File: src/rtl/booth_pkg.sv
// Shared types for the sequential Booth multiplier.
// Assumes: nothing beyond a 1800-2017 compiler.
package booth_pkg;
    // Action chosen for one iteration from the scanned bit pair
    typedef enum logic [1:0] {
        STEP_SKIP = 2'd0,
        STEP_ADD  = 2'd1,
        STEP_SUB  = 2'd2
    } step_e;
endpackage

File: src/rtl/booth_recoder.sv
// Radix-2 Booth recoder: maps (current bit, bit below) to an action.
// Assumes: prev_bit is 0 for the first iteration (the caller clears it).
module booth_recoder
    import booth_pkg::*;
(
    input  logic  cur_bit,
    input  logic  prev_bit,
    output step_e step
);
    // Decode the pair: entering a run of ones subtracts, leaving it adds
    always_comb begin
        case ({cur_bit, prev_bit})
            2'b10:   step = STEP_SUB;
            2'b01:   step = STEP_ADD;
            default: step = STEP_SKIP;
        endcase
    end
endmodule

File: src/rtl/booth_addsub.sv
// Accumulator adder/subtractor of width W.
// Assumes: addend is already sign-extended to W bits; W has one guard bit
// so that subtracting the most negative operand cannot overflow.
module booth_addsub
    import booth_pkg::*;
#(
    parameter int W = 17
) (
    input  logic [W-1:0] acc,
    input  logic [W-1:0] addend,
    input  step_e        step,
    output logic [W-1:0] sum
);
    // Select add, subtract or pass-through for this iteration
    always_comb begin
        case (step)
            STEP_ADD: sum = acc + addend;
            STEP_SUB: sum = acc - addend;
            default:  sum = acc;
        endcase
    end
endmodule

File: src/rtl/booth_ctrl.sv
// Iteration sequencer: accepts start while idle, counts N working cycles,
// then pulses done for one cycle.
// Assumes: synchronous active-low reset; N >= 2.
module booth_ctrl #(
    parameter int N = 16
) (
    input  logic clk,
    input  logic rst_n,
    input  logic start,
    output logic busy,
    output logic done,
    output logic load,
    output logic step_en
);
    localparam int CW = $clog2(N + 1);

    logic [CW-1:0] iter_q;
    logic          last_iter;

    assign load      = start && !busy;
    assign step_en   = busy;
    assign last_iter = (iter_q == CW'(N - 1));

    // Busy/done flags and iteration counter
    always_ff @(posedge clk) begin
        if (!rst_n) begin
            busy   <= 1'b0;
            done   <= 1'b0;
            iter_q <= '0;
        end else begin
            done <= 1'b0;
            if (load) begin
                busy   <= 1'b1;
                iter_q <= '0;
            end else if (busy) begin
                iter_q <= iter_q + 1'b1;
                if (last_iter) begin
                    busy <= 1'b0;
                    done <= 1'b1;
                end
            end
        end
    end

    AST_DONE_SINGLE: assert property (@(posedge clk) disable iff (!rst_n)
        done |=> !done);
    AST_BUSY_ENDS_IN_DONE: assert property (@(posedge clk) disable iff (!rst_n)
        $fell(busy) |-> done);
    AST_START_RAISES_BUSY: assert property (@(posedge clk) disable iff (!rst_n)
        (start && !busy) |=> busy);
endmodule

File: src/rtl/booth_seq_mult.sv
// Sequential radix-2 Booth signed multiplier, N x N -> 2N bits.
// Holds an N+1 bit accumulator, the shifting multiplier and the saved
// lower bit; each busy cycle performs one recode, add/sub and an
// arithmetic right shift of {acc, mq, prev} as one unit.
// Assumes: operands are two's complement; start is ignored while busy.
module booth_seq_mult
    import booth_pkg::*;
#(
    parameter int N = 16
) (
    input  logic           clk,
    input  logic           rst_n,
    input  logic           start,
    input  logic [N-1:0]   mcand_i,
    input  logic [N-1:0]   mplier_i,
    output logic           busy,
    output logic           done,
    output logic [2*N-1:0] product
);
    localparam int W = N + 1;

    logic [N-1:0] mcand_q;
    logic [W-1:0] acc_q;
    logic [N-1:0] mq_q;
    logic         prev_q;
    logic         load;
    logic         step_en;
    step_e        step;
    logic [W-1:0] addend;
    logic [W-1:0] sum;

    booth_ctrl #(.N(N)) ctrl_i (
        .clk     (clk),
        .rst_n   (rst_n),
        .start   (start),
        .busy    (busy),
        .done    (done),
        .load    (load),
        .step_en (step_en)
    );

    booth_recoder rec_i (
        .cur_bit  (mq_q[0]),
        .prev_bit (prev_q),
        .step     (step)
    );

    assign addend = {mcand_q[N-1], mcand_q};

    booth_addsub #(.W(W)) alu_i (
        .acc    (acc_q),
        .addend (addend),
        .step   (step),
        .sum    (sum)
    );

    // Capture operands on load; add/sub then shift right on each step
    always_ff @(posedge clk) begin
        if (!rst_n) begin
            mcand_q <= '0;
            acc_q   <= '0;
            mq_q    <= '0;
            prev_q  <= 1'b0;
        end else if (load) begin
            mcand_q <= mcand_i;
            acc_q   <= '0;
            mq_q    <= mplier_i;
            prev_q  <= 1'b0;
        end else if (step_en) begin
            acc_q   <= {sum[W-1], sum[W-1:1]};
            mq_q    <= {sum[0], mq_q[N-1:1]};
            prev_q  <= mq_q[0];
        end
    end

    assign product = {acc_q[N-1:0], mq_q};

    AST_OPERAND_FROZEN: assert property (@(posedge clk) disable iff (!rst_n)
        busy |=> $stable(mcand_q));
    AST_PRODUCT_HELD: assert property (@(posedge clk) disable iff (!rst_n)
        (!busy && !start) |=> $stable(product));
    AST_DONE_AFTER_WORK: assert property (@(posedge clk) disable iff (!rst_n)
        done |-> $past(busy));
endmodule

File: config.mk
export PLATFORM = sky130hd
export DESIGN_NAME = booth_seq_mult
export DESIGN_NICKNAME = d
export VERILOG_FILES = /design/src/rtl/booth_pkg.sv /design/src/rtl/booth_recoder.sv /design/src/rtl/booth_addsub.sv /design/src/rtl/booth_ctrl.sv /design/src/rtl/booth_seq_mult.sv
export SDC_FILE = /design/constraint.sdc
export NUM_CORES = 1
export LEC_CHECK = 0
export BUFFER_PORTS_ARGS = -buffer_cell sky130_fd_sc_hd__buf_2
export CORE_MARGIN = 2
export CORE_UTILIZATION = 35
export DETAILED_ROUTE_END_ITERATION = 10
export GPL_TIMING_DRIVEN = 0
export PLACE_DENSITY_LB_ADDON = 0.2
export SLEW_MARGIN = 0
export SYNTH_ARGS = -nofsm -noshare
export SYNTH_HDL_FRONTEND = slang
export SYNTH_SLANG_ARGS = --single-unit
File: constraint.sdc
create_clock -name clk -period 2.8 [get_ports clk]
set_input_delay 0.56 -clock clk [delete_from_list [all_inputs] [get_ports clk]]
set_output_delay 0.56 -clock clk [all_outputs]
set_load 0.005 [all_outputs]
==> results.cfg, run 1 <==
[clock_network]
cts_htree_levels = 2
numCtsBuffers = 5
clock-sinks = 56
path_clk_slew_ps = 110
cts_root_buf = clkbuf_8
cts_tree = yes
hold_buffers = 0
clock_latency_ps = 320
cts_buffer_depth = 2

[setup_path]
worstRegToRegCells = 11
startpoint_type = flip-flop
r2r-start = mcand_q[3]$_SDFFE_PN0P_
critPathKind = reg2reg
cp_cell_sequence = or3_4 > nor3_4 > a31oi_1 > xnor2_1 > ha_1 > buf_6 > a221oi_4 > nor2b_2 > a31o_1 > o41ai_2 > o22ai_1
worstPathArrival_ps = 3140
cp.required_ps = 3000
crit_fanout = 4
worst_setup_path_end_kind = flip-flop
slowest_delay_ps = 410
cp_slowest_cell = or3_4
reg2reg_to = acc_q[14]$_SDFFE_PP0P_
reg2reg_setup_slack_ps = -140

[outcome]
violations = setup timing
status = finished with violations

[global_route]
grt_pass1_vias = 3422
use_met2 = 0.319
grt_usage = 0.191
use_met3 = 0.0262
grt_antenna_before_repair = 0
grt_pass1_wl_um = 17000
gr-usage-met1 = 0.258
grt-ovfl-total = 0
grt.busiest_layer = met2
grt_max_degree = 19

[sta]
layout_setup_ws_ps = -140
worstMarginPinSlew_ps = 683
min_period_ps = 2940
fmax_ghz = 0.340
final_max_slew_viol_count = 0
tns_ps = -565
setup_viol = 6
rsz0062_at_grt = true
skew_ps = 9.99
timing.hold.ws_ps = 459
hold_viol = 0
slew_headroom = 0.545
period_share = 1.05

[synthesis]
yosysSeqAreaShare = 0.317
netlist.area_leader.share = 0.317
synth_top_family_by_area = compound AO/OA/AOI/OAI gates
synth_cell_types = 54
yosysWarnings = 0
synthAdderAreaFrac = 0.0763
synth_seq_cells = 56
synth.mux.area_fraction = 0.0682
synth_xor_xnor_area_share = 0.0668
yosys-top-cells-area = dfxtp_1 (32%), nand2_1 (7.3%), ha_1 (7.1%)
syn_nets = 503
syn_inst = 447
synth_top_flop_cell = dfxtp_1
async_flop_share = 0
synth-edff-count = 0
syn_avg_cell_area_um2 = 7.92
yosysTopAreaCell = dfxtp_1
yosys.area_share.simple = 0.200
synth_compound_area_frac = 0.226
syn_area_um2 = 3540

[drt]
remaining_drc_errors = 0
viasPerCell = 5.18
routed_wirelength_um = 10500
drt_first_iter_violations = 194
ant_nets = 0
avgRoutedWirePerCell_um = 15.3
drtPass1Iterations = 4
num_vias = 3556

[power]
powerDensity_nw_per_um2 = 489
p_sw_frac = 0.366
p_clk_frac = 0.207
p_comb_frac = 0.412
ir_drop_v = 0.000212
power.leakage_nw = 2.03
power_switching_w = 0.000847
p_int_w = 0.00146
power_w = 0.00231
p_seq_frac = 0.381

[worst_hold_path]
whs_path_depth = 3
min_from = mcand_i[0]
hp-class = in2reg
hold_end = mcand_q[0]$_SDFFE_PN0P_

[finish]
syn2layout_area_growth_pct = 33.6
seq_area_um2 = 1150
finalNetCount = 608
n_antenna_cell = 0
fin_area_um2 = 4730
fill_cells = 1018
drive_gt1_frac = 0.309
multi_input_area_um2 = 2550

[floorplanning]
core_area_um2 = 9820
start_util = 0.361
io_pins = 69
dieHeight_um = 105
die_area_um2 = 10900
die_w_um = 105
fp-row-count = 36

[placed_design]
gp_congestion = 0.920
dpl.hpwl_um = 7390
place_area_um2 = 4060
io_buffer_count = 66

[flow_run]
cap_violations = 0
-- kinds of logic after synthesis --
family                     Yosys count
AOI/OAI and AO/OA                  125
adders and majority gates           21
and+or+nand+nor                    153
DFF                                 56
buffers and inverters               41
muxes                               24
xor gates and xnor gates            27
-- synth_stat cells, types with 7 or more instances --
library cell / n
nor2_1: 31
xnor2_1: 21
and2_1: 17
nand2_1: 69
a21boi_0: 12
o21ai_0: 30
ha_1: 20
nor3_1: 8
clkbuf_1: 22
nand3_1: 7
inv_1: 11
a31oi_1: 8
dfxtp_1: 56
mux2i_1: 23
a21oi_1: 27
-- through the flow --
step	util	instances	worst slack (ps)
CTS	0.461	674	-144
floorplan	-	447	1.47
global route	0.482	686	-256
finish	0.482	686	-140
detailed placement	0.413	646	-426
global placement	0.413	646	-405
-- registers in the layout, summed over array words and instances, names as in the netlist --
name	cells
acc_q	16
ctrl_i.busy	1
ctrl_i.done	1
ctrl_i.iter_q	5
mcand_q	16
mq_q	16
prev_q	1
-- power by group through the flow --
stage,registers [W],logic (W),clock network (W)
2_1_floorplan,0.000894,0.000512,0
3_3_place_gp,0.000902,0.000685,0
3_5_place_dp,0.000902,0.000690,0
4_1_cts,0.000883,0.000853,0.000496
5_1_grt,0.000890,0.00103,0.000530
6_report,0.000882,0.000952,0.000479
-- layer usage --
layer,routed length [um],vias up
met2,4970,94
met1,4910,1665
met5,0,-
li1,-,1785
met4,165,0
met3,428,12
-- worst max path at each step --
stage	start	endpoint	slack [ps]
floorplan	mq_q[0]$_SDFFE_PN0P_	acc_q[8]$_SDFFE_PP0P_	1
global placement	mq_q[0]$_SDFFE_PN0P_	acc_q[10]$_SDFFE_PP0P_	-410
detailed placement	mq_q[0]$_SDFFE_PN0P_	acc_q[8]$_SDFFE_PP0P_	-430
CTS	mcand_q[6]$_SDFFE_PN0P_	acc_q[15]$_SDFFE_PP0P_	-140
global route	mcand_q[3]$_SDFFE_PN0P_	acc_q[15]$_SDFFE_PP0P_	-260
finish	mcand_q[3]$_SDFFE_PN0P_	acc_q[14]$_SDFFE_PP0P_	-140
-- critical path, delay by kind of cell, from the launching register on --
kind	cells	cell delay, ps
compound gates	5	990
simple gates	3	710
flops	1	360
xor+xnor	1	280
buf+inv	1	150
fa+ha+maj	1	330
-- final cells by class --
| type | count | share of cell area |
|---|---|---|
| Buffer | 28 | 0.0299 |
| Clock buffer | 5 | 0.0146 |
| Clock inverter | 3 | 0.00476 |
| Inverter | 12 | 0.00952 |
| Multi-Input combinational cell | 350 | 0.539 |
| Sequential cell | 56 | 0.243 |
| Tap cell | 133 | 0.0352 |
| Timing Repair Buffer | 99 | 0.124 |
-- cells in the final DEF, fill, tap and decap left out, drive strengths merged, types with 2 or more instances in the layout --
cell type,count
a211oi,6
xnor2,21
nand4,2
nor2,31
o21ai,34
buf,108
nor3,9
nand2,69
o211a,3
o21a,3
ha,20
and3,4
dfxtp,56
nand3b,2
o31a,2
a31oi,8
and2,17
mux2i,23
o211ai,7
a21boi,16
clkbuf,24
a21oi,27
nand3,7
nor2b,6
clkinv,2
inv,13
xor2,6
a21o,4
o22ai,4
-- what timing repair did --
| action | 4_1_cts | 5_1_grt |
|---|---|---|
| buffers inserted | 21 | 12 |
| gates resized for setup | 51 | 28 |
| pin swaps | 27 | 33 |
| setup endpoints to repair | 11 | 11 |
Power figures use the tool's default switching activity.
==> inputs of run 2 (changes only) <==
Clock period 2.8 ns to 3.6 ns, I/O delays scaled along.
==> run 2 against run 1 <==
Compared with the run above:
- the flow now finishes without violations
- register-to-register slack better by 440 ps
- via count is 5.4% lower
- sequential share of layout area is 2.8 points higher
- clock-buffer cell count stayed put
- critical path type unchanged
- critical endpoint unchanged
==> results.cfg, run 2 (synthesis gave the netlist of run 1 again) <==
[sta]
rsz0062_at_grt = false
min_period_ps = 3300
final_max_slew_viol_count = 0
period_share = 0.916
setup_viol = 0
slew_headroom = 0.588
tns_ps = 0
fmax_ghz = 0.303
skew_ps = 7.07
worstMarginPinSlew_ps = 617
hold_viol = 0

[placed_design]
dpl.hpwl_um = 7460
gp_congestion = 0.887
io_buffer_count = 66
dp.cells = 646

[setup_path]
reg2reg_setup_slack_ps = 300
startpoint_type = flip-flop
critPathKind = reg2reg
r2r-start = mcand_q[2]$_SDFFE_PN0P_
cp_slowest_cell = or3_1
slowest_delay_ps = 400
crit_fanout = 7
worstPathArrival_ps = 3490
reg2reg_to = acc_q[14]$_SDFFE_PP0P_
cp.required_ps = 3790
cp_cell_sequence = or3_1 > nor3_1 > a31oi_1 > xnor2_1 > ha_1 > and3_1 > a221oi_1 > nor2b_1 > a31o_1 > o41ai_1 > o22ai_1
worstRegToRegCells = 11
worst_setup_path_end_kind = flip-flop

[power]
power.leakage_nw = 1.79
p_clk_frac = 0.228
p_sw_frac = 0.362
ir_drop_v = 0.000194
p_int_w = 0.00102
power_switching_w = 0.000577
powerDensity_nw_per_um2 = 386
p_seq_frac = 0.431
p_comb_frac = 0.341

[drt]
viasPerCell = 5.15
routed_wirelength_um = 9770
remaining_drc_errors = 0
drt_first_iter_violations = 174
num_vias = 3365
avgRoutedWirePerCell_um = 15.0
ant_nets = 0
drtPass1Iterations = 5

[floorplanning]
fp-row-count = 36
die_area_um2 = 10900
die_w_um = 105
dieHeight_um = 105
core_area_um2 = 9820
io_pins = 69
start_util = 0.361

[clock_network]
hold_buffers = 0
clock-sinks = 56
cts_root_buf = clkbuf_8
post_cts_resized = 0
clock_latency_ps = 320
cts_buffer_depth = 2
cts_htree_levels = 2
path_clk_slew_ps = 110
cts_tree = yes
numCtsBuffers = 5
post_cts.repair.setup_buffers = 0

[finish]
most-common-layout-cells = buf_2 (70), nand2_1 (69), dfxtp_1 (56)
seq_area_um2 = 1120
finalNetCount = 575
final_common_cell = buf_2
n_antenna_cell = 0
fill_cells = 1075
finalNonFillerCells = 653
drive_gt1_frac = 0.169
syn2layout_area_growth_pct = 16.8
multi_input_area_um2 = 2270
largestRegisters = acc_q x16, mcand_q x16, mq_q x16

[flow_run]
cap_violations = 0

[global_route]
grt_pass1_vias = 3134
grt_max_degree = 19
grt_pass1_wl_um = 15900
grt_usage = 0.177
grt_antenna_before_repair = 0
grt-ovfl-total = 0

[worst_hold_path]
hold_end = ctrl_i.iter_q[4]$_SDFFE_PP0P_
min_from = ctrl_i.iter_q[4]$_SDFFE_PP0P_
hp-class = reg2reg
whs_path_depth = 2

[outcome]
status = complete, no violations
## run 2: cell count changes in the layout (fill, tap and decap cells not counted), moves of 5 or more
cell     delta
a21oi_1     +8
o21ai_0     +5
dfxtp_4     -7
buf_4      -32
dfxtp_1     +8
a21oi_2     -7
## run 2: worst max path at each step
stage	depth (start not counted)	to	start
3_5_place_dp	11	acc_q[8]$_SDFFE_PP0P_	mq_q[0]$_SDFFE_PN0P_
2_1_floorplan	11	acc_q[8]$_SDFFE_PP0P_	mq_q[0]$_SDFFE_PN0P_
5_1_grt	11	acc_q[14]$_SDFFE_PP0P_	mcand_q[2]$_SDFFE_PN0P_
3_3_place_gp	11	acc_q[8]$_SDFFE_PP0P_	mq_q[0]$_SDFFE_PN0P_
6_report	11	acc_q[14]$_SDFFE_PP0P_	mcand_q[2]$_SDFFE_PN0P_
4_1_cts	11	acc_q[8]$_SDFFE_PP0P_	mq_q[0]$_SDFFE_PN0P_
## run 2: metal layers
layer	track usage	wire length [um]	up-vias
li1	-	-	1705
met1	0.244	4700	1561
met2	0.287	4440	85
met3	0.0281	492	14
met4	0.0457	142	0
met5	0	0	-
## run 2: stage by stage
step | total power (W) | worst slack [ps] | cell area, um^2 | hold WS, ps | utilization
CTS | 0.00160 | 141 | 4130 | 500 | 0.420
detailed placement | 0.00124 | 178 | 4040 | 481 | 0.411
global placement | 0.00123 | 173 | 4040 | 466 | 0.411
global route | 0.00170 | 43.7 | 4140 | 534 | 0.421
floorplan | 0.00109 | 664 | 3540 | 456 | -
finish | 0.00159 | 301 | 4140 | 501 | 0.421
## run 2: area by class of cell
type                       count  share of cell area
buffer                        28              0.0278
clock buffer                   5              0.0166
clock inverter                 3             0.00514
inverter                      12              0.0109
multi-input combinational    350               0.548
sequential                    56               0.271
tap                          133              0.0402
timing repair buffer          66              0.0799
## run 2: power groups by stage
stage | clock network, W | registers [W] | logic, W
CTS | 0.000379 | 0.000687 | 0.000537
detailed placement | 0 | 0.000702 | 0.000535
global placement | 0 | 0.000700 | 0.000528
floorplan | 0 | 0.000695 | 0.000394
finish | 0.000364 | 0.000688 | 0.000543
global route | 0.000402 | 0.000692 | 0.000604
## run 2: worst max-delay path: cells and delay by family, from the launching register on
kind	cells	cell delay [ps]
xor gates and xnor gates	1	160
adders and majority gates	1	370
AOI/OAI and AO/OA	5	1150
and+or+nand+nor	4	1110
DFF	1	380
